<file path="config.mk">
export PLATFORM = sky130hd
export DESIGN_NAME = rclk_ctl_top
export DESIGN_NICKNAME = d
export VERILOG_FILES = /design/src/rtl/rclk_ctl_pkg.sv /design/src/rtl/rclk_sync.sv /design/src/rtl/rclk_ctl_regs.sv /design/src/rtl/rclk_status.sv /design/src/rtl/rclk_steer.sv /design/src/rtl/rclk_ctl_top.sv
export SDC_FILE = /design/constraint.sdc
export NUM_CORES = 1
export LEC_CHECK = 0
export ABC_AREA = 1
export BUFFER_PORTS_ARGS = -buffer_cell sky130_fd_sc_hd__buf_4
export CAP_MARGIN = 20
export CORE_AREA = 2 2 39 41
export DETAILED_ROUTE_END_ITERATION = 8
export DIE_AREA = 0 0 41 43
export PLACE_DENSITY = 0.48
export SYNTH_ARGS = -nofsm -noshare
export SYNTH_HDL_FRONTEND = slang
export SYNTH_SLANG_ARGS = --single-unit
</file>
<file path="constraint.sdc">
create_clock -name clk -period 1.5 [get_ports clk]
set_input_delay 0 -clock clk [delete_from_list [all_inputs] [get_ports clk]]
set_output_delay 0 -clock clk [all_outputs]
set_load 0.01 [all_outputs]
</file>
<file path="src/rtl/rclk_ctl_pkg.sv">
package rclk_ctl_pkg;

  localparam int NUM_PAIRS = 2;

  typedef enum logic [1:0] {
    SRC_MUTE  = 2'd0,
    SRC_DATA  = 2'd1,
    SRC_CLOCK = 2'd2
  } src_e;

  typedef struct packed {
    logic p;
    logic n;
  } pair_t;

  function automatic pair_t drive_pair(input src_e src, input logic dbit, input logic cbit);
    pair_t r;
    case (src)
      SRC_DATA:  begin r.p = dbit; r.n = ~dbit; end
      SRC_CLOCK: begin r.p = cbit; r.n = ~cbit; end
      default:   begin r.p = 1'b0; r.n = 1'b1; end
    endcase
    return r;
  endfunction

endpackage

</file>
<file path="src/rtl/rclk_sync.sv">
module rclk_sync #(
  parameter int STAGES = 2
) (
  input  logic clk,
  input  logic rst_n,
  input  logic d,
  output logic q
);
  logic [STAGES-1:0] sh;

  always_ff @(posedge clk) begin
    if (!rst_n) sh <= '0;
    else        sh <= {sh[STAGES-2:0], d};
  end

  assign q = sh[STAGES-1];
endmodule

</file>
<file path="src/rtl/rclk_ctl_regs.sv">
module rclk_ctl_regs (
  input  logic clk,
  input  logic rst_n,
  input  logic force_byp,
  input  logic mute_n,
  input  logic sel_clk,
  output logic force_q,
  output logic mute_q,
  output logic sel_q
);
  always_ff @(posedge clk) begin
    if (!rst_n) begin
      force_q <= 1'b0;
      mute_q  <= 1'b1;
      sel_q   <= 1'b0;
    end else begin
      force_q <= force_byp;
      mute_q  <= mute_n;
      sel_q   <= sel_clk;
    end
  end

  p_reset_defaults_r10: assert property (@(posedge clk)
    !rst_n |=> (!force_q && mute_q && !sel_q));
endmodule

</file>
<file path="src/rtl/rclk_status.sv">
module rclk_status #(
  parameter int SYNC_STAGES = 2
) (
  input  logic clk,
  input  logic rst_n,
  input  logic force_q,
  input  logic pll_locked,
  input  logic rate_ok,
  output logic lock_q,
  output logic sd_q,
  output logic auto_byp
);
  logic lk_s, rt_s, lock_d;

  rclk_sync #(.STAGES(SYNC_STAGES)) u_sync_lock (
    .clk(clk), .rst_n(rst_n), .d(pll_locked), .q(lk_s));
  rclk_sync #(.STAGES(SYNC_STAGES)) u_sync_rate (
    .clk(clk), .rst_n(rst_n), .d(rate_ok), .q(rt_s));

  assign lock_d   = lk_s & ~force_q;
  assign auto_byp = ~(lk_s & rt_s);

  always_ff @(posedge clk) begin
    if (!rst_n) begin
      lock_q <= 1'b0;
      sd_q   <= 1'b0;
    end else begin
      lock_q <= lock_d;
      sd_q   <= lock_d ? (lock_q & rt_s) : 1'b0;
    end
  end

  p_force_kills_lock_r1: assert property (@(posedge clk) disable iff (!rst_n)
    force_q |=> !lock_q);
  p_sd_needs_lock_r8: assert property (@(posedge clk) disable iff (!rst_n)
    !lock_q |-> !sd_q);
  p_sd_rise_lags_r8: assert property (@(posedge clk) disable iff (!rst_n)
    $rose(sd_q) |-> $past(lock_q));
  p_sd_needs_rate_r7: assert property (@(posedge clk) disable iff (!rst_n)
    sd_q |-> $past(rt_s));
  p_lock_follows_flag_r9: assert property (@(posedge clk) disable iff (!rst_n)
    lock_q |-> $past(lk_s));
endmodule

</file>
<file path="src/rtl/rclk_steer.sv">
module rclk_steer
  import rclk_ctl_pkg::*;
(
  input  logic  clk,
  input  logic  rst_n,
  input  logic  force_q,
  input  logic  auto_byp,
  input  logic  mute_q,
  input  logic  sel_q,
  input  logic  rt_data,
  input  logic  raw_data,
  input  logic  rec_clk,
  output pair_t pairs [NUM_PAIRS]
);
  logic bypass, dbit;
  src_e src [NUM_PAIRS];

  assign bypass = force_q | auto_byp;
  assign dbit   = bypass ? raw_data : rt_data;

  for (genvar g = 0; g < NUM_PAIRS; g++) begin : g_pair
    if (g == 0) begin : g_data_only
      always_comb begin
        if (!mute_q) src[g] = SRC_MUTE;
        else         src[g] = SRC_DATA;
      end
    end else begin : g_selectable
      always_comb begin
        if (!mute_q)          src[g] = SRC_MUTE;
        else if (!sel_q)      src[g] = SRC_DATA;
        else if (bypass)      src[g] = SRC_MUTE;
        else                  src[g] = SRC_CLOCK;
      end
    end
    assign pairs[g] = drive_pair(src[g], dbit, rec_clk);

    p_pair_differs_r4: assert property (@(posedge clk) disable iff (!rst_n)
      pairs[g].p != pairs[g].n);
    p_mute_levels_r3: assert property (@(posedge clk) disable iff (!rst_n)
      !mute_q |-> (pairs[g].p == 1'b0 && pairs[g].n == 1'b1));
  end

  p_clock_muted_bypass_r6: assert property (@(posedge clk) disable iff (!rst_n)
    (sel_q && bypass) |-> (pairs[NUM_PAIRS-1].p == 1'b0 && pairs[NUM_PAIRS-1].n == 1'b1));
  p_force_raw_r1: assert property (@(posedge clk) disable iff (!rst_n)
    (force_q && mute_q) |-> (pairs[0].p == raw_data));
endmodule

</file>
<file path="src/rtl/rclk_ctl_top.sv">
module rclk_ctl_top
  import rclk_ctl_pkg::*;
#(
  parameter int SYNC_STAGES = 2
) (
  input  logic clk,
  input  logic rst_n,
  input  logic force_byp,
  input  logic mute_n,
  input  logic sel_clk,
  input  logic pll_locked,
  input  logic rate_ok,
  input  logic rt_data,
  input  logic raw_data,
  input  logic rec_clk,
  output logic out_a_p,
  output logic out_a_n,
  output logic out_b_p,
  output logic out_b_n,
  output logic lock_ind,
  output logic std_rate_ind
);
  logic  force_q, mute_q, sel_q, auto_byp;
  pair_t pairs [NUM_PAIRS];

  rclk_ctl_regs u_regs (
    .clk(clk), .rst_n(rst_n), .force_byp(force_byp), .mute_n(mute_n),
    .sel_clk(sel_clk), .force_q(force_q), .mute_q(mute_q), .sel_q(sel_q));

  rclk_status #(.SYNC_STAGES(SYNC_STAGES)) u_status (
    .clk(clk), .rst_n(rst_n), .force_q(force_q), .pll_locked(pll_locked),
    .rate_ok(rate_ok), .lock_q(lock_ind), .sd_q(std_rate_ind), .auto_byp(auto_byp));

  rclk_steer u_steer (
    .clk(clk), .rst_n(rst_n), .force_q(force_q), .auto_byp(auto_byp),
    .mute_q(mute_q), .sel_q(sel_q), .rt_data(rt_data), .raw_data(raw_data),
    .rec_clk(rec_clk), .pairs(pairs));

  assign out_a_p = pairs[0].p;
  assign out_a_n = pairs[0].n;
  assign out_b_p = pairs[1].p;
  assign out_b_n = pairs[1].n;

  p_sd_implies_lock_r7: assert property (@(posedge clk) disable iff (!rst_n)
    std_rate_ind |-> lock_ind);
endmodule

</file>
# Yosys cells after proc, flatten, opt, wreduce, memory -nomap -nowiden
# Cells that the tools add are included.
dict set report word_totals {
  regBits 9
  latch_bits 0
  ramBits 0
  rom_bits 0
  output_inout_bits 6
  word_cells 27
  mem_count 0
}
dict set report op_classes {
  addsub 0
  multipliers 0
  div_mod_pow 0
  n_lt_le_gt_ge 0
  eq_ne 4
  shifts 0
  muxes 7
  bitwise_logic 8
  reduce_logical 1
}
# op n
set op_table {}
lappend op_table {{one-hot mux 2 bit (2 select lines)} 2}
lappend op_table {{two-way mux 2 bit} 3}
lappend op_table {{inverter 1 bit} 4}
lappend op_table {{AND 1 bit} 3}
lappend op_table {{equality test 1 x 2 -> 1 bit, second input constant} 1}
lappend op_table {{equality test 2 x 1 -> 1 bit, second input constant} 1}
lappend op_table {{equality test 2 bit, second input constant} 1}
lappend op_table {{two-way mux 1 bit} 2}
lappend op_table {{AND reduction 2 bit} 1}
lappend op_table {{equality test 1 bit, second input constant} 1}
lappend op_table {{OR 1 bit} 1}

# Depth between registers and ports, before layout
dict set report logic_depth {
  word_depth 8
  depth_mapped 6
}

# Cells and area by module
# Synthesis repeated with hierarchy kept, for this count alone.
dict set report unflattened {
  hier_cells 41
  area_unflattened_um2 334.1
}
# mod instances cells_per_inst area_each_um2
set modules_own_cells {}
lappend modules_own_cells {rclk_sync 2 6 55.1}
lappend modules_own_cells {rclk_ctl_regs 1 9 82.6}
lappend modules_own_cells {rclk_status 1 8 71.3}
lappend modules_own_cells {rclk_steer 1 12 70.1}

# Least setup slack after synthesis
# No wires, ideal clock.
dict set report synth_path {
  path_type {register to output}
  startpoint {register u_regs.force_q}
  endpoint {output port out_b_n}
  arrival_ps 732
  t_required_ps 1500
  slack_ps 768
  path_stages_with_launch 6
  path_cell_list {dfxtp_1 > inv_1 > nand3_2 > nand2_1 > nand2_2 > a21oi_2}
}
dict set report synth_between {
  elab_chain_cells 6
  word_cells_on_any_way 9
  cone_classes {eq/ne (2); mux (5); bitwise (2)}
}
# element line
set synth_lines {}
lappend synth_lines {{start: declaration} rclk_ctl_regs.sv:7} ;# output logic force_q,
lappend synth_lines {{start signal: assignment} rclk_ctl_regs.sv:17} ;# force_q <= force_byp;
lappend synth_lines {{OR 1 bit *} rclk_steer.sv:18} ;# assign bypass = force_q | auto_byp;
lappend synth_lines {{two-way mux 2 bit} rclk_steer.sv:31} ;# else if (bypass) src[g] = SRC_MUTE;
lappend synth_lines {{two-way mux 2 bit} rclk_steer.sv:30} ;# else if (!sel_q) src[g] = SRC_DATA;
lappend synth_lines {{two-way mux 2 bit} rclk_steer.sv:29} ;# if (!mute_q) src[g] = SRC_MUTE;
lappend synth_lines {{equality test 2 bit / equality test 2 x 1 -> 1 bit (equally long branches)} rclk_ctl_pkg.sv:18} ;# case (src)
lappend synth_lines {{one-hot mux 2 bit (2 select lines) *} rclk_ctl_pkg.sv:18}
lappend synth_lines {{end: declaration} rclk_ctl_top.sv:19} ;# output logic out_b_n,
# Mark *: on every way between the ends. The rest lies on a longest branch, timed or not.

# Final worst setup path
dict set report layout_path {
  startpoint {input port rst_n}
  endpoint {register u_status.u_sync_lock.sh[0]}
}
# element line
set layout_rtl {}
lappend layout_rtl {{start: declaration} rclk_ctl_top.sv:7} ;# input logic rst_n,
lappend layout_rtl {{end signal: assignment} rclk_sync.sv:13} ;# else sh <= {sh[STAGES-2:0], d};
lappend layout_rtl {{end: declaration} rclk_sync.sv:9} ;# logic [STAGES-1:0] sh;
# No word-level cell between the ends.

==> run_results.csv <==
group,metric,value,unit
timing,min_period_over_period,0.788,
setup_path,path_max_fanout,8,
layout,regArea,180,um^2
layout,area_delta_synth_final,76.6,%
clock_tree,post_cts_resized,0,
synth,synth_fp_nets,53,
place,place_congestion,0.625,
timing,tns,0,ns
global_routing,grt_max_degree,9,
timing,final_max_slew_viol_count,0,
global_routing,grt_usage,0.105,
floorplanning,fp.coreArea,1380,um^2
layout,multiInputGateArea,105,um^2
place,io_buffer_count,15,
floorplanning,die_w,41,um
synth,ys_seq_area_frac,0.543,
floorplanning,dieArea,1760,um^2
clock_tree,numCtsBuffers,3,
clock_tree,cts_sinks,9,
layout,nFillCells,137,
floorplanning,initial_core_util,0.240,
detailed_routing,drt_iter0_drc,0,
detailed_routing,post_drt_via_cell_ratio,3.79,
setup_path,required,1.66,ns
floorplanning,die_h,43,um
clock_tree,cts_tree,"done",
setup_path,worstPathCellList,"dlygate4sd3_1 -> buf_4 -> nand2_1 -> dlygate4sd3_1 -> inv_1",
synth,yosysUniqueCellTypes,12,
global_routing,grt_pass1_wl,1170,um
detailed_routing,wl_per_cell,7.41,um
setup_path,cp_slowest_cell,"dlygate4sd3_1",
clock_tree,cts_buffer_depth,2,
clock_tree,clk_pin_slew,0.06,ns
synth,ys_ff_latch,9,
clock_tree,insertion_delay,0.26,ns
layout,final_layout_size_suffix_gt1_frac,0.324,
setup_path,cpMostUsedCell,"dlygate4sd3_1",
detailed_routing,ant_nets,0,
timing,maxSlewHeadroom,0.882,
detailed_routing,vias,330,
layout,final_nets,82,
synth,postSynthAreaPerCell,7.71,um^2
place,pre_cts_slack,0.656,ns
power_and_ir_drop,switchingPower,0.000116,W
timing,setup_viol,0,
power_and_ir_drop,seq_power_share,0.491,
clock_tree,htree_levels,1,
power_and_ir_drop,p_comb_frac,0.152,
detailed_routing,first_pass_iters,1,
power_and_ir_drop,clockPowerShare,0.357,
setup_path,critPathKind,"in -> reg",
setup_path,arrival,1.34,ns
timing,max_freq,846,MHz
clock_tree,cts_setup_buffers,0,
clock_tree,cts_root_buffer,"clkbuf_4",
global_routing,grt_pass1_vias,322,
power_and_ir_drop,vdd_drop_max,0.432,mV
timing,final-hold-violation-count,0,
layout,mostFrequentLayoutCell,"buf_4",
setup_path,max_stage_delay,0.54,ns
layout,antenna_cells,0,
synth,syn-cell-area,332,um^2
setup_path,critPathLaunchType,"input pin",
floorplanning,rows,14,
power_and_ir_drop,switching_share,0.224,
timing,setup_ws,0.318,ns
detailed_routing,routed_wl,645,um
power_and_ir_drop,leakage,0.312,nW
timing,fin_skew,0.00479,ns
setup_path,worst_setup_path_end_kind,"flop",
place,hpwlAfterDp,424,um
synth,ys_warn_count,0,
flow_run,maxCapViolCount,0,
global_routing,antenna_found_initial,0,
clock_tree,postCtsHoldBufs,10,
power_and_ir_drop,power.internal,0.000401,W
timing,fin_crit,1.18,ns
timing,grt_setup_unrepaired,"no",
layout,layout_common_cells,"15 x buf_4, 11 x nand2_1, 10 x inv_1, 10 x dlygate4sd3_1, 9 x dfxtp_1",
global_routing,gr-total-overflow,0,
status,status,"completed",
timing,worst_slew_pin_slew,0.176,ns
floorplanning,ios,16,
synth,post_synth_inst_count,43,
power_and_ir_drop,power_density,883,nW/um^2
detailed_routing,drc,0,
hold_path,hold_path.class,"in -> out",
==> final cells by class <==
class                   count  share of cell area
flip-flops and latches      9               0.308
clock buffers               4              0.0449
multi-input cells          22               0.179
repair buffers             25               0.363
well taps                  16              0.0342
inverters                  11              0.0705
==> synthesized netlist by cell type <==
library cell  count  area (um^2)
buf_2             1         5.00
nand3_1           1         5.00
nand2_2           2         12.5
dfxtp_1           9          180
nand2_1          11         41.3
nand4_1           1         6.26
nor2_1            4         15.0
inv_1            10         37.5
inv_2             1         3.75
a21oi_2           1         8.76
or2_1             1         6.26
nand3_2           1         10.0
==> power by group through the flow <==
stage | clock network (W) | registers (W) | logic [W]
global placement | 0 | 0.000259 | 0.0000586
CTS | 0.000196 | 0.000254 | 0.0000796
global route | 0.000210 | 0.000255 | 0.0000892
detailed placement | 0 | 0.000259 | 0.0000592
floorplan | 0 | 0.000259 | 0.0000269
finish | 0.000185 | 0.000254 | 0.0000786
==> metrics by stage <==
stage	utilization	hold WS [ns]	instances	total power, W	area (um^2)
finish	0.423	0.399	87	0.000517	586
global route	0.423	0.436	87	0.000554	586
CTS	0.423	0.407	87	0.000529	586
detailed placement	0.332	0.184	73	0.000318	459
global placement	0.332	0.179	73	0.000318	459
floorplan	-	0.0976	43	0.000286	332
==> state kept, by name, indices dropped and copies added, names as in the netlist <==
register and cells:
u_regs.sel_q 1, u_regs.force_q 1, u_status.u_sync_rate.sh 2, u_status.lock_q 1, u_regs.mute_q 1, u_status.u_sync_lock.sh 2
u_status.sd_q 1
==> path summary, 6_finish.rpt <==
check	slack, ns	to	cells past startpoint	from
max	0.32	u_status.u_sync_lock.sh[0]$_SDFF_PN0_	5	rst_n
min	0.40	out_b_n	5	raw_data
max reg2reg	0.90	u_status.sd_q$_SDFF_PN0_	3	u_regs.force_q$_SDFF_PN0_
min reg2reg	0.41	u_status.u_sync_rate.sh[1]$_SDFF_PN0_	2	u_status.u_sync_rate.sh[0]$_SDFF_PN0_
==> kinds of logic (layout without fill, tap and decap cells) <==
family | count (synthesis) | count (layout) | share of synthesized area
flip-flops | 9 | 9 | 0.543
AND/OR/NAND/NOR | 21 | 21 | 0.291
AO/OA/AOI/OAI | 1 | 1 | 0.0264
buffers and inverters | 12 | 40 | 0.140
==> metal layers <==
layer / part of all wire / global-route usage / vias up / routed length [um]
met5: 0 / 0 / - / 0
met4: 0 / 0.0400 / 0 / 0
met3: 0.11 / 0.0785 / 0 / 70
met2: 0.47 / 0.156 / 15 / 306
met1: 0.42 / 0.107 / 136 / 268
li1: - / - / 179 / -
==> worst max-delay path: cells and delay by family <==
kind	cells	cell delay, ns
AND/OR/NAND/NOR	1	0.05
buffers and inverters	4	1.29
No activity file was read; power rests on OpenSTA's default activity.
